$ cat src/rtl/fss_pkg.sv
package fss_pkg;
   localparam int LFSR_W      = 7;
   localparam int BYTE_W      = 8;
   localparam int FRAME_ROWS  = 9;
   localparam int OH_PER_STS  = 3;
   localparam int PL_PER_STS  = 87;

   typedef logic [LFSR_W-1:0] lfsr_t;
   typedef logic [BYTE_W-1:0] byte_t;

   localparam lfsr_t LFSR_SEED = '1;

   // one bit step of x^7 + x^6 + 1; the bit emitted is the MSB before the step
   function automatic lfsr_t lfsr_step(input lfsr_t s);
      return {s[LFSR_W-2:0], s[LFSR_W-1] ^ s[LFSR_W-2]};
   endfunction
endpackage

$ cat src/rtl/fss_frame_pos.sv
module fss_frame_pos
   import fss_pkg::*;
#(
   parameter int N = 3
) (
   input  logic clk,
   input  logic rst_n,
   input  logic in_valid,
   input  logic in_sof,
   output logic cur_scramble,
   output logic cur_frame_start
);
   localparam int ROW_COLS = (OH_PER_STS + PL_PER_STS) * N;
   localparam int OH_COLS  = OH_PER_STS * N;
   localparam int COL_W    = $clog2(ROW_COLS);
   localparam int ROW_W    = $clog2(FRAME_ROWS);

   logic             locked_q;
   logic [COL_W-1:0] col_q;
   logic [ROW_W-1:0] row_q;

   logic             cur_locked;
   logic [COL_W-1:0] cur_col;
   logic [ROW_W-1:0] cur_row;
   logic             cur_top_oh;

   always_comb begin
      cur_locked = in_sof | locked_q;
      cur_col    = in_sof ? '0 : col_q;
      cur_row    = in_sof ? '0 : row_q;
      cur_top_oh = (cur_row == '0) && (cur_col < COL_W'(OH_COLS));
      cur_frame_start = cur_locked && (cur_row == '0) && (cur_col == '0);
      cur_scramble    = cur_locked && !cur_top_oh;
   end

   always_ff @(posedge clk or negedge rst_n) begin
      if (!rst_n) begin
         locked_q <= 1'b0;
         col_q    <= '0;
         row_q    <= '0;
      end else if (in_valid) begin
         locked_q <= cur_locked;
         if (cur_col == COL_W'(ROW_COLS - 1)) begin
            col_q <= '0;
            row_q <= (cur_row == ROW_W'(FRAME_ROWS - 1)) ? '0 : cur_row + 1'b1;
         end else begin
            col_q <= cur_col + 1'b1;
            row_q <= cur_row;
         end
      end
   end
endmodule

$ cat src/rtl/fss_keygen.sv
module fss_keygen
   import fss_pkg::*;
(
   input  logic  clk,
   input  logic  rst_n,
   input  logic  in_valid,
   input  logic  reload,
   input  logic  advance,
   output byte_t keystream
);
   lfsr_t state_q;
   lfsr_t chain [0:BYTE_W];

   assign chain[0] = reload ? LFSR_SEED : state_q;

   for (genvar k = 0; k < BYTE_W; k++) begin : g_unroll
      assign keystream[BYTE_W-1-k] = chain[k][LFSR_W-1];
      assign chain[k+1]            = lfsr_step(chain[k]);
   end

   always_ff @(posedge clk or negedge rst_n) begin
      if (!rst_n)
         state_q <= LFSR_SEED;
      else if (in_valid)
         state_q <= advance ? chain[BYTE_W] : chain[0];
   end
endmodule

$ cat src/rtl/fss_out_stage.sv
module fss_out_stage
   import fss_pkg::*;
#(
   parameter bit PIPE = 1'b1
) (
   input  logic  clk,
   input  logic  rst_n,
   input  logic  in_valid,
   input  logic  in_sof,
   input  byte_t in_data,
   input  byte_t key,
   input  logic  apply,
   output logic  out_valid,
   output logic  out_sof,
   output byte_t out_data
);
   byte_t mixed;
   assign mixed = in_data ^ (apply ? key : '0);

   if (PIPE) begin : g_reg
      always_ff @(posedge clk or negedge rst_n) begin
         if (!rst_n) begin
            out_valid <= 1'b0;
            out_sof   <= 1'b0;
            out_data  <= '0;
         end else begin
            out_valid <= in_valid;
            out_sof   <= in_valid & in_sof;
            if (in_valid) out_data <= mixed;
         end
      end
   end else begin : g_comb
      assign out_valid = in_valid;
      assign out_sof   = in_valid & in_sof;
      assign out_data  = mixed;
   end
endmodule

$ cat src/rtl/sonet_frame_scrambler.sv
module sonet_frame_scrambler
   import fss_pkg::*;
#(
   parameter int N    = 3,
   parameter bit PIPE = 1'b1
) (
   input  logic       clk,
   input  logic       rst_n,
   input  logic       in_valid,
   input  logic       in_sof,
   input  logic [7:0] in_data,
   output logic       out_valid,
   output logic       out_sof,
   output logic [7:0] out_data
);
   if (N < 1 || N > 256) begin : g_bad_n
      $error("sonet_frame_scrambler: N must lie in 1..256");
   end

   logic  pos_scramble;
   logic  pos_frame_start;
   byte_t key;

   fss_frame_pos #(.N(N)) u_pos (
      .clk             (clk),
      .rst_n           (rst_n),
      .in_valid        (in_valid),
      .in_sof          (in_sof),
      .cur_scramble    (pos_scramble),
      .cur_frame_start (pos_frame_start)
   );

   fss_keygen u_key (
      .clk       (clk),
      .rst_n     (rst_n),
      .in_valid  (in_valid),
      .reload    (pos_frame_start),
      .advance   (pos_scramble),
      .keystream (key)
   );

   fss_out_stage #(.PIPE(PIPE)) u_out (
      .clk       (clk),
      .rst_n     (rst_n),
      .in_valid  (in_valid),
      .in_sof    (in_sof),
      .in_data   (in_data),
      .key       (key),
      .apply     (pos_scramble),
      .out_valid (out_valid),
      .out_sof   (out_sof),
      .out_data  (out_data)
   );
endmodule

$ cat config.mk
export PLATFORM = sky130hd
export DESIGN_NAME = sonet_frame_scrambler
export DESIGN_NICKNAME = d
export VERILOG_FILES = /design/src/rtl/fss_pkg.sv /design/src/rtl/fss_frame_pos.sv /design/src/rtl/fss_keygen.sv /design/src/rtl/fss_out_stage.sv /design/src/rtl/sonet_frame_scrambler.sv
export SDC_FILE = /design/constraint.sdc
export NUM_CORES = 1
export LEC_CHECK = 0
export BUFFER_PORTS_ARGS = -buffer_cell sky130_fd_sc_hd__buf_4
export CAP_MARGIN = 10
export CORE_ASPECT_RATIO = 0.6
export CORE_MARGIN = 10
export CORE_UTILIZATION = 50
export DETAILED_ROUTE_END_ITERATION = 7
export PLACE_DENSITY_LB_ADDON = 0.12
export SLEW_MARGIN = 10
export SYNTH_ARGS = -nofsm -noshare
export SYNTH_HDL_FRONTEND = slang
export SYNTH_SLANG_ARGS = --single-unit
$ cat constraint.sdc
create_clock -name clk -period 6.7 [get_ports clk]
set_clock_uncertainty 0.15 [all_clocks]
set_input_delay 0.335 -clock clk [delete_from_list [all_inputs] [get_ports clk]]
set_output_delay 0.335 -clock clk [all_outputs]
set_load 0.01 [all_outputs]
## After elaboration in Yosys (flattened, before gate mapping)

Cells that the tools add are included.

- Flip-flop bits (word level): 31
- Output and inout bits: 10
- Word-level logic and storage cells: 38

- Add/subtract/negate cells: 2
- $lt $le $gt $ge: 1
- Equality and inequality tests: 2
- Multiplexer cells: 8
- Bitwise operators: 11
- Reduce and logical (&&, ||, !) cells: 7

Operators with widths:

| cell | count |
|---|---|
| $mux W9 | 2 |
| $mux W7 | 2 |
| $mux W4 | 3 |
| $add A9 B1 Y9 const B | 1 |
| $eq A9 B9 Y1 const B | 1 |
| $logic_not A9 Y1 | 1 |
| $lt A9 B4 Y1 const B | 1 |
| $mux W8 | 1 |
| $xor A1 B1 Y1 | 8 |
| $xor A8 B8 Y8 | 1 |
| $add A4 B1 Y4 const B | 1 |
| $eq A4 B4 Y1 const B | 1 |
| $logic_and A1 B1 Y1 | 4 |
| $logic_not A4 Y1 | 1 |
| $and A1 B1 Y1 | 1 |
| $logic_not A1 Y1 | 1 |
| $or A1 B1 Y1 | 1 |

## Longest topological paths before layout

Gate-level depths: netlist (run 1).

- Word-level depth: 8
- Mapped depth: 11
- Depth with buffers taken out: 8

## Cells and area by module

From an unflattened synthesis (run 1), not the netlist that was laid out.

- Cells, all modules: 195
- Area, all modules: 1,879.3 µm²

By module, submodules not included:

| module | instances | cells each | area each (µm²) | seq. area each (µm²) |
|---|---|---|---|---|
| fss_frame_pos | 1 | 105 | 950.9 | 350.3 |
| fss_out_stage | 1 | 47 | 509.2 | 250.2 |
| fss_keygen | 1 | 43 | 419.2 | 183.9 |

## Worst setup path after synthesis (run 1)

Ideal clock, no wire load.

- Path type: input port to flip-flop
- Start point: input in_sof
- End point: register u_key.state_q[1]
- Library setup time: 0.082 ns
- Data arrival time: 2.453 ns
- Data required time: 6.468 ns
- Slack: 4.015 ns
- Cell stages on the path: 11
- Buffers on the path: 4
- Cell sequence: clkbuf_1 clkbuf_1 nand2b_1 ha_1 nor2b_1 or4b_4 buf_6 and3_4 buf_6 a211oi_2 a21oi_1

- Cells in the longest elaborated chain, start to end: 8

RTL lines:

| item | RTL line | RTL |
|---|---|---|
| start, declared | sonet_frame_scrambler.sv:10 | `input logic in_sof,` |
| parallel branches: the longest is 7 deep, another holds $lt A9 B4 Y1 | n/a |  |
| $mux W7 * | fss_keygen.sv:25 | `state_q <= advance ? chain[BYTE_W] : chain[0];` |
| end signal, assigned | fss_keygen.sv:25 |  |
| end, declared | fss_keygen.sv:11 | `lfsr_t state_q;` |

Every way passes the cells marked *.
A chain may end at the register's enable or synchronous reset.

## Final worst setup path (run 1)

- Start point: register u_pos.col_q[4]
- End point: register u_key.state_q[4]

- Cells in the longest elaborated chain, start to end: 6

RTL lines:

| item | RTL line | RTL |
|---|---|---|
| start, declared | fss_frame_pos.sv:19 | `logic [COL_W-1:0] col_q;` |
| start signal, assigned | fss_frame_pos.sv:47 | `col_q <= cur_col + 1'b1;` |
| $mux W9 * | fss_frame_pos.sv:29 | `cur_col = in_sof ? '0 : col_q;` |
| $lt A9 B4 Y1 / $logic_not A9 Y1 (equally long branches) | fss_frame_pos.sv:31, fss_frame_pos.sv:32 |  |
| $logic_and A1 B1 Y1, on equally long branches | fss_frame_pos.sv:31, fss_frame_pos.sv:32 |  |
| $logic_not A1 Y1 / $mux W7 (equally long branches) | fss_frame_pos.sv:33, fss_keygen.sv:14 |  |
| $logic_and A1 B1 Y1 / $xor A1 B1 Y1 (equally long branches) | fss_frame_pos.sv:33, fss_pkg.sv:15 |  |
| $mux W7 * | fss_keygen.sv:25 |  |

Mark *: on every way between the ends. The rest lies on a longest branch, timed or not.

==> qor.yml, run 1 <==
status: "completed"
area_delta_synth_final_pct: 15.3
cts_root_buf: "clkbuf_8"
antenna_found_initial: 0
fp.dieArea_um2: 6380
critPathMaxFanout: 10
insertion_delay_ns: 0.28
row_count: 16
num_antenna_cells: 0
drv_slew: 0
yosysWarnings: 0
firstDrtPassIters: 4
syn-cell-area_um2: 1760
setup_viol: 0
layout-drive-gt1-share: 0.227
grt_pass1_wl_mm: 7.01
die_width_um: 96.7
nets: 214
fin_hold_ws_ns: 0.200
dr_total_vias: 1350
ios: 22
via_per_inst: 5.56
crit_required_ns: 6.75
h-tree-depth: 2
synth_area_leaders: "dfrtp_1 (34%), dfstp_2 (10%), xor2_1 (5.0%), ha_1 (3.5%), a21oi_1 (3.4%)"
drc_errors: 0
final_common_cell: "dfrtp_1"
criticalPathCategory: "register to register"
most-common-layout-cells: "dfrtp_1 (24), buf_4 (21), nor2_1 (14)"
ys.flop_type: "dfrtp_1"
portBuffers: 21
grt_overflow: 0
die_h_um: 66.0
gp_congestion: 0.776
synth_fa_ha_area_frac: 0.0355
synthMuxAreaShare: 0.0227
place_area_um2: 1920
worst_slew_margin_rel: 0.523
grtUsageTotal: 0.135
wl_per_cell_um: 16.4
ant_nets: 0
ctsLongestPathBuffers: 2
period_minus_slack_ns: 2.63
rsz0062_at_grt: "no"
postCtsSetupBuffers: 0
maxCapViolations: 0
final_area_um2: 2030
setup_tns_ns: 0
synth-seq-cells: 31
min_path_type: "input port to register"
syn_inst: 178
synth-simple-area-share: 0.167
syn_nets: 195
ir_drop_mv: 0.153
hold_violations: 0
drt_iter0_drc: 85
synthArstFlopShare: 1.00
max_freq_mhz: 380
wl_mm: 3.98
grt_max_degree: 34
startpoint_type: "register"
synth_area_per_cell_um2: 9.91
cts_tree: "built"
clk_pin_slew_ns: 0.06
synth_area_leader_cell: "dfrtp_1"
fp.coreArea_um2: 3320
synth_top_family_by_area: "compound AO/OA/AOI/OAI gates"
fin_cells: 243
synth_edf_count: 0
p_per_area_nw_per_um2: 206
synth_top_area_share: 0.340
p_leak_uw: 0.000918
yosysSeqAreaShare: 0.445
clkSinkCount: 31
utilization: 0.612
grt_pass1_vias: 1344
worst_ep_arrival_time_ns: 2.68
start_util: 0.531
cts_buffers: 5
cp-end-kind: "register"
synth-xor-area-share: 0.0794
hpwl_mm: 2.88
synth_compound_area_frac: 0.207
fin_crit_sh: 0.393
dpl.cell_count: 234
ys_types: 41
tightest_slew_ns: 0.696
==> cell families after synthesis <==
family          Yosys count
compound gates           50
buf+inv                  16
xor+xnor                 16
simple gates             56
flops                    31
fa+ha+maj                 5
mux                       4
==> metal layers <==
metal  wire, um  GRT usage  share of wire
met5          0          0              0
met4         67     0.0604          0.017
met3        203     0.0428          0.051
met2       1650      0.185           0.41
met1       2060      0.186           0.52
==> through the flow <==
stage | power [uW] | setup WS [ns]
CTS | 425 | 4.09
floorplan | 238 | 4.02
detailed placement | 262 | 4.11
global route | 443 | 3.86
global placement | 261 | 4.22
finish | 419 | 4.07
==> critical path: stages, from the launching register on <==
cell       delay (ns)
dfrtp_1          0.41
or4_1            0.68
o41ai_4          0.66
a21oi_1          0.08
nor2_1           0.35
a2bb2oi_1        0.21
==> where the power goes <==
| group | internal (uW) | switching (uW) | total (uW) |
|---|---|---|---|
| Combinational | 25.0 | 31.5 | 56.5 |
| Sequential | 196 | 7.00 | 203 |
| Clock | 93.6 | 66.3 | 160 |
| Total | 314 | 105 | 419 |
==> timing repair <==
item | in CTS | in global routing
endpoints found under the setup margin | 0 | 0
hold buffers | 1 | 0
endpoints found under the hold margin | 24 | 0
resized for setup | 0 | 0
==> final cells by class <==
type                       count  area (um^2)
inverter                       6         22.5
clock buffer                   8          100
timing repair buffer          22          168
fill                         296         1290
multi-input combinational    131          903
tap                           45         56.3
sequential                    31          785
==> Yosys cell counts, types with 2 or more instances <==
library cell   n
dfrtp_1       24
nor2_1        14
a21oi_1       12
nand2_1       12
o21ai_0       10
xor2_1        10
dfstp_2        7
o211ai_1       7
a2bb2oi_1      6
clkbuf_1       6
inv_1          6
xnor2_1        6
and3_1         5
ha_1           5
nand3_1        5
o2bb2ai_1      5
mux2i_1        4
nand2b_1       4
nor2b_1        3
or2_2          3
a32o_1         2
buf_6          2
nor3_1         2
==> flip-flops by register name, summed over array words and instances, names as in the netlist <==
signal           flops
u_out.out_data       8
u_pos.col_q          9
u_key.state_q        7
u_pos.row_q          4
u_out.out_valid      1
u_pos.locked_q       1
u_out.out_sof        1
==> worst paths after layout <==
path | cells past startpoint | slack [ns] | end | start
max in group asynchronous | 2 | 5.70 | u_key.state_q[6] | rst_n
min reg2reg | 2 | 0.36 | u_pos.col_q[0] | u_pos.col_q[0]
max reg2reg | 5 | 4.07 | u_key.state_q[4] | u_pos.col_q[4]
max | 5 | 4.07 | u_key.state_q[4] | u_pos.col_q[4]
min in group asynchronous | 2 | 0.37 | u_out.out_sof | rst_n
min | 3 | 0.20 | u_out.out_data[5] | in_data[5]
No activity file was read; power rests on OpenSTA's default activity.
==> inputs of run 2 (changes only) <==
==> constraint.sdc (replaced) <==
create_clock -name clk -period 2.5 [get_ports clk]
set_clock_uncertainty 0.15 [all_clocks]
set_input_delay 0.125 -clock clk [delete_from_list [all_inputs] [get_ports clk]]
set_output_delay 0.125 -clock clk [all_outputs]
set_load 0.01 [all_outputs]
==> run 2 against run 1 <==
Net effect:
- routed wire length up 7.5%
- global-route usage up 0.38 points
- count of clock-buffer cells in the layout down 2
- utilization up 4.7 points
- critical path depth up 2
- die area unchanged
- cell count up 6.6%
- power rose to 2.9 times the previous value
- critical path type unchanged
- critical endpoint is now u_out.out_data[4]
- largest cell class unchanged
- largest power group unchanged
==> qor.yml, run 2 (synthesized netlist as in run 1, its figures left out) <==
hold_violations: 0
rsz0062_at_grt: "no"
cts_buffers: 5
hold_start: "in_data[6]"
max_freq_mhz: 419
worst_slew_margin_rel: 0.692
via_per_inst: 5.69
criticalPathCategory: "register to register"
wl_mm: 4.28
cpPeakStageDelay_ns: 0.56
r2r-start: "u_pos.row_q[1]"
cp_slowest_cell: "or4b_4"
min_path_type: "input port to register"
cts_root_buf: "clkbuf_8"
largest_reg_flops: 9
reg_top3: "u_pos.col_q (9), u_out.out_data (8), u_key.state_q (7)"
nets: 230
ctsLongestPathBuffers: 2
cp-end-kind: "register"
critPathMaxFanout: 10
worst_ep_arrival_time_ns: 2.38
setup_viol: 0
startpoint_type: "register"
hpwl_mm: 3.04
h-tree-depth: 2
row_count: 16
portBuffers: 21
pre_cts_slack_ns: 0.132
firstDrtPassIters: 4
critPathLaunch: "u_pos.row_q[1]"
path_cells: "nand2b_1, ha_1, nor2b_1, or4b_4, o211ai_1, xor2_1, a21oi_1"
status: "completed"
setup_tns_ns: 0
grt_max_degree: 34
clkSinkCount: 31
ant_nets: 0
fp.coreArea_um2: 3320
tightest_slew_ns: 0.459
fillCellCount: 284
crit_required_ns: 2.49
place_area_um2: 2000
gp_congestion: 0.856
most-common-layout-cells: "buf_4 (31), dfrtp_1 (24), nor2_1 (14)"
layout-drive-gt1-share: 0.266
drv_slew: 0
maxCapViolations: 0
start_util: 0.531
grt_pass1_wl_mm: 7.20
grt_overflow: 0
drt_iter0_drc: 131
period_minus_slack_ns: 2.39
largest-register: "u_pos.col_q"
ir_drop_mv: 0.333
drc_errors: 0
wl_per_cell_um: 16.5
insertion_delay_ns: 0.28
cpLargestDelayFamily: "simple AND/OR/NAND/NOR gates"
dr_total_vias: 1473
cts_tree: "built"
die_h_um: 66.0
fp.dieArea_um2: 6380
clk_pin_slew_ns: 0.07
worst-path-buf-inv: 0
p_leak_uw: 0.00100
antenna_found_initial: 0
num_antenna_cells: 0
grt_pass1_vias: 1436
ios: 22
die_width_um: 96.7
grtUsageTotal: 0.138
utilization: 0.659
area_delta_synth_final_pct: 24.2
fin_crit_sh: 0.955
p_per_area_nw_per_um2: 562
final_common_cell: "buf_4"
final_area_um2: 2190
final.setup.worst_slack_ns: 0.114
## run 2: area by class of cell
type,instances,area [um^2],area share
inverter,6,22.5,0.0103
tap,45,56.3,0.0257
clock buffer,6,82.6,0.0377
multi-input combinational,131,907,0.414
sequential,31,785,0.358
clock inverter,2,35.0,0.0160
timing repair buffer,38,303,0.138
## run 2: per-layer routing
layer | up-vias | track usage | part of all wire
met5 | - | 0 | 0
met4 | 0 | 0.0366 | 0.012
met3 | 7 | 0.0459 | 0.080
met2 | 54 | 0.208 | 0.42
met1 | 703 | 0.186 | 0.49
li1 | 709 | - | -
## run 2: power by group
part	total [uW]	switching (uW)	internal (uW)
Clock	514	192	322
Sequential	541	16.1	525
Combinational	178	93.3	84.3
Total	1230	301	931
## run 2: path summary, 6_finish.rpt
kind                                      to  slack, ns  depth (start not counted)
max                        u_out.out_data[4]       0.11                          7
min                        u_out.out_data[6]       0.01                          3
max reg2reg                u_out.out_data[4]       0.11                          7
min reg2reg                   u_pos.locked_q       0.36                          1
max in group asynchronous   u_key.state_q[3]       1.73                          2
min in group asynchronous    u_out.out_valid       0.16                          2
## run 2: per-stage QoR
stage                     instances  hold slack (ns)  total power (uW)
after floorplan                 178           -0.321               638
after global placement          244          -0.0694               712
after detailed placement        244          -0.0653               717
after CTS                       259         0.000228              1250
after global routing            259           0.0294              1290
final                           259          0.00974              1230
## run 2: worst reg2reg max path: cells and delay by family, from the launching register on
kind,cells,cell delay [ns]
and+or+nand+nor,3,0.94
DFF,1,0.42
AOI/OAI and AO/OA,2,0.28
adders and majority gates,1,0.26
xor gates and xnor gates,1,0.19
## run 2: what timing repair did
action	4_1_cts	5_1_grt
gates resized for setup	0	1
buffers inserted	0	0
hold buffers	7	0
hold endpoints to repair	38	0
endpoints found under the setup margin	0	1
==> inputs of run 3 (changes only) <==
--- a/config.mk
+++ b/config.mk
@@ -10,9 +10,11 @@
 export CORE_ASPECT_RATIO = 0.6
 export CORE_MARGIN = 10
 export CORE_UTILIZATION = 50
+export CTS_CLUSTER_SIZE = 25
 export DETAILED_ROUTE_END_ITERATION = 7
 export PLACE_DENSITY_LB_ADDON = 0.12
 export SLEW_MARGIN = 10
 export SYNTH_ARGS = -nofsm -noshare
 export SYNTH_HDL_FRONTEND = slang
+export SYNTH_HIERARCHICAL = 1
 export SYNTH_SLANG_ARGS = --single-unit
==> run 3 against run 2 <==
Net effect:
- non-clock buffer count is 6 lower
- area after synthesis is 6.5% higher
- critical path type unchanged
- register-to-register slack better by 0.14 ns
- global-route usage is 1.4 points lower
- setup slack better by 0.14 ns
- combinational power grew to 3.5 times the previous value
- critical path depth is 3 higher
- via count is 3.5% higher
==> qor.yml, run 3 <==
whs_path_depth: 1
grt_overflow: 0
p_clk_frac: 0.225
antenna_found_initial: 0
synth_area_leaders: "dfrtp_1 (32%), dfstp_2 (9.8%), nor2_1 (4.8%), xnor2_1 (4.2%), a31oi_1 (3.3%)"
die_h_um: 67.5
firstDrtPassIters: 4
maxCapViolations: 0
hold_start: "in_valid"
fp.dieArea_um2: 6690
crit_required_ns: 2.56
synth_area_per_cell_um2: 9.64
yosysSeqAreaShare: 0.417
setup_tns_ns: 0
layout-drive-gt1-share: 0.242
drc_errors: 0
final.setup.worst_slack_ns: 0.254
portBuffers: 21
ys_types: 49
largest-register: "u_pos/col_q"
r2r_setup_slack_ns: 0.25
critPathMaxFanout: 17
syn-cell-area_um2: 1880
startpoint_type: "register"
clk_pin_slew_ns: 0.07
criticalPathCategory: "register to register"
yosys-top-cells-count: "dfrtp_1 (24), nor2_1 (24), nand2_1 (11)"
period_minus_slack_ns: 2.25
power_uw: 1820
num_antenna_cells: 0
via_per_inst: 5.64
status: "completed"
drt_iter0_drc: 157
insertion_delay_ns: 0.28
h-tree-depth: 2
ios: 22
synth-seq-cells: 31
largest_reg_flops: 9
cts_root_buf: "clkbuf_8"
synth_area_leader_cell: "dfrtp_1"
grtUsageTotal: 0.125
max_freq_mhz: 445
tightest_slew_ns: 0.409
min_path_type: "input port to register"
switching_share: 0.341
wl_per_cell_um: 15.6
clkSinkCount: 31
grt_pass1_wl_mm: 6.67
gp_congestion: 0.819
wl_mm: 4.21
fin_crit_sh: 0.898
ys.flop_type: "dfrtp_1"
cts_tree: "built"
syn_nets: 212
worst_slew_margin_rel: 0.724
drv_slew: 0
hpwl_mm: 2.94
ctsLongestPathBuffers: 2
grt_pass1_vias: 1323
final_area_um2: 2220
row_count: 17
r2r-start: "u_pos/col_q[1]"
synthArstFlopShare: 1.00
reg_top3: "u_pos/col_q (9), u_out/out_data (8), u_key/state_q (7)"
syn_inst: 195
cp-end-kind: "register"
pre_cts_slack_ns: 0.277
p_int_uw: 1200
grt_max_degree: 47
rsz0062_at_grt: "no"
pwr-share-comb: 0.344
nets: 239
worst_ep_arrival_time_ns: 2.30
area_delta_synth_final_pct: 18.2
dr_total_vias: 1524
start_util: 0.517
fp.coreArea_um2: 3640
ant_nets: 0
worstHoldEndpoint: "u_out/out_valid"
most-common-layout-cells: "nor2_1 (24), dfrtp_1 (24), buf_4 (23)"
place_area_um2: 2040
p_leak_uw: 0.000968
hold_violations: 0
p_per_area_nw_per_um2: 818
synth_top_area_share: 0.320
pwr-share-seq: 0.430
reg2reg_to: "u_out/out_data[5]"
r2r_cells: 10
p_sw_uw: 619
die_width_um: 99.1
setup_viol: 0
synth_edf_count: 0
ir_drop_mv: 0.784
yosysWarnings: 6
cts_buffers: 5
[run 3: cell types whose count changed in the layout (fill, tap and decap cells not counted), sizes merged, moves of 7 or more]
cell	before	now
o211ai	7	0
nand3b	0	8
xor2	10	0
a31oi	1	10
nor2	14	24
o22a	0	8
buf	31	23
a21bo	0	8
a21oi	12	1
[run 3: critical path, stage by stage, from the launching register on]
cell and delay [ns]:
dfrtp_1 0.39, inv_1 0.07, nor2_1 0.22, inv_1 0.11, ha_1 0.21, o21ai_0 0.07
nor2_1 0.06, buf_4 0.18, or2_2 0.32, a21bo_2 0.22, a31oi_1 0.16
[run 3: cell families (layout without fill, tap and decap cells)]
logic type,after synthesis,in the layout,share of synthesized area
AND/OR/NAND/NOR,75,75,0.226
flip-flops,31,31,0.417
XOR/XNOR,9,9,0.0419
adder cells (fa/ha/maj),5,5,0.0333
AO/OA/AOI/OAI,53,53,0.220
buffers and inverters,21,49,0.0559
multiplexers,1,1,0.00533
[run 3: worst max path at each step]
stage                              start                end  slack (ns)  depth (start not counted)
after global routing      u_pos/col_q[5]  u_out/out_data[0]        0.06                          8
after CTS                 u_pos/col_q[5]  u_out/out_data[4]        0.26                          7
after floorplan           u_pos/col_q[5]  u_out/out_data[0]        0.30                          9
after detailed placement  u_pos/col_q[5]  u_out/out_data[5]        0.28                          7
after global placement    u_pos/col_q[4]  u_out/out_data[4]        0.32                          7
final                     u_pos/col_q[1]  u_out/out_data[5]        0.25                         10
[run 3: power by group through the flow]
stage | Sequential, uW | Clock [uW] | Combinational [uW]
2_1_floorplan | 759 | 0 | 476
3_3_place_gp | 778 | 0 | 601
3_5_place_dp | 786 | 0 | 612
4_1_cts | 778 | 421 | 626
5_1_grt | 799 | 439 | 698
6_report | 782 | 409 | 626
[run 3: routing by layer]
| metal | wire length (um) | global-route usage |
|---|---|---|
| met1 | 2200 | 0.184 |
| met2 | 1710 | 0.159 |
| met3 | 257 | 0.0438 |
| met4 | 44 | 0.0480 |
| met5 | 0 | 0 |
[run 3: cell type report]
cell class	count	area [um^2]
clock buffer	7	86.3
fill	310	1420
sequential	31	785
timing repair buffer	32	263
inverter	9	33.8
tap	47	58.8
clock inverter	1	5.00
multi-input combinational	143	990
[run 3: per-stage QoR]
step | hold WS [ns] | cells | utilization
global route | 0.0496 | 270 | 0.611
finish | 0.0463 | 270 | 0.611
CTS | 0.0287 | 270 | 0.611
detailed placement | -0.0685 | 253 | 0.561
floorplan | -0.321 | 195 | -
global placement | -0.0713 | 253 | 0.561
[run 3: timing repair]
item | in CTS | in global routing
hold buffers | 9 | 0
setup buffers | 0 | 0
resized for setup | 0 | 0
hold endpoints to repair | 39 | 0
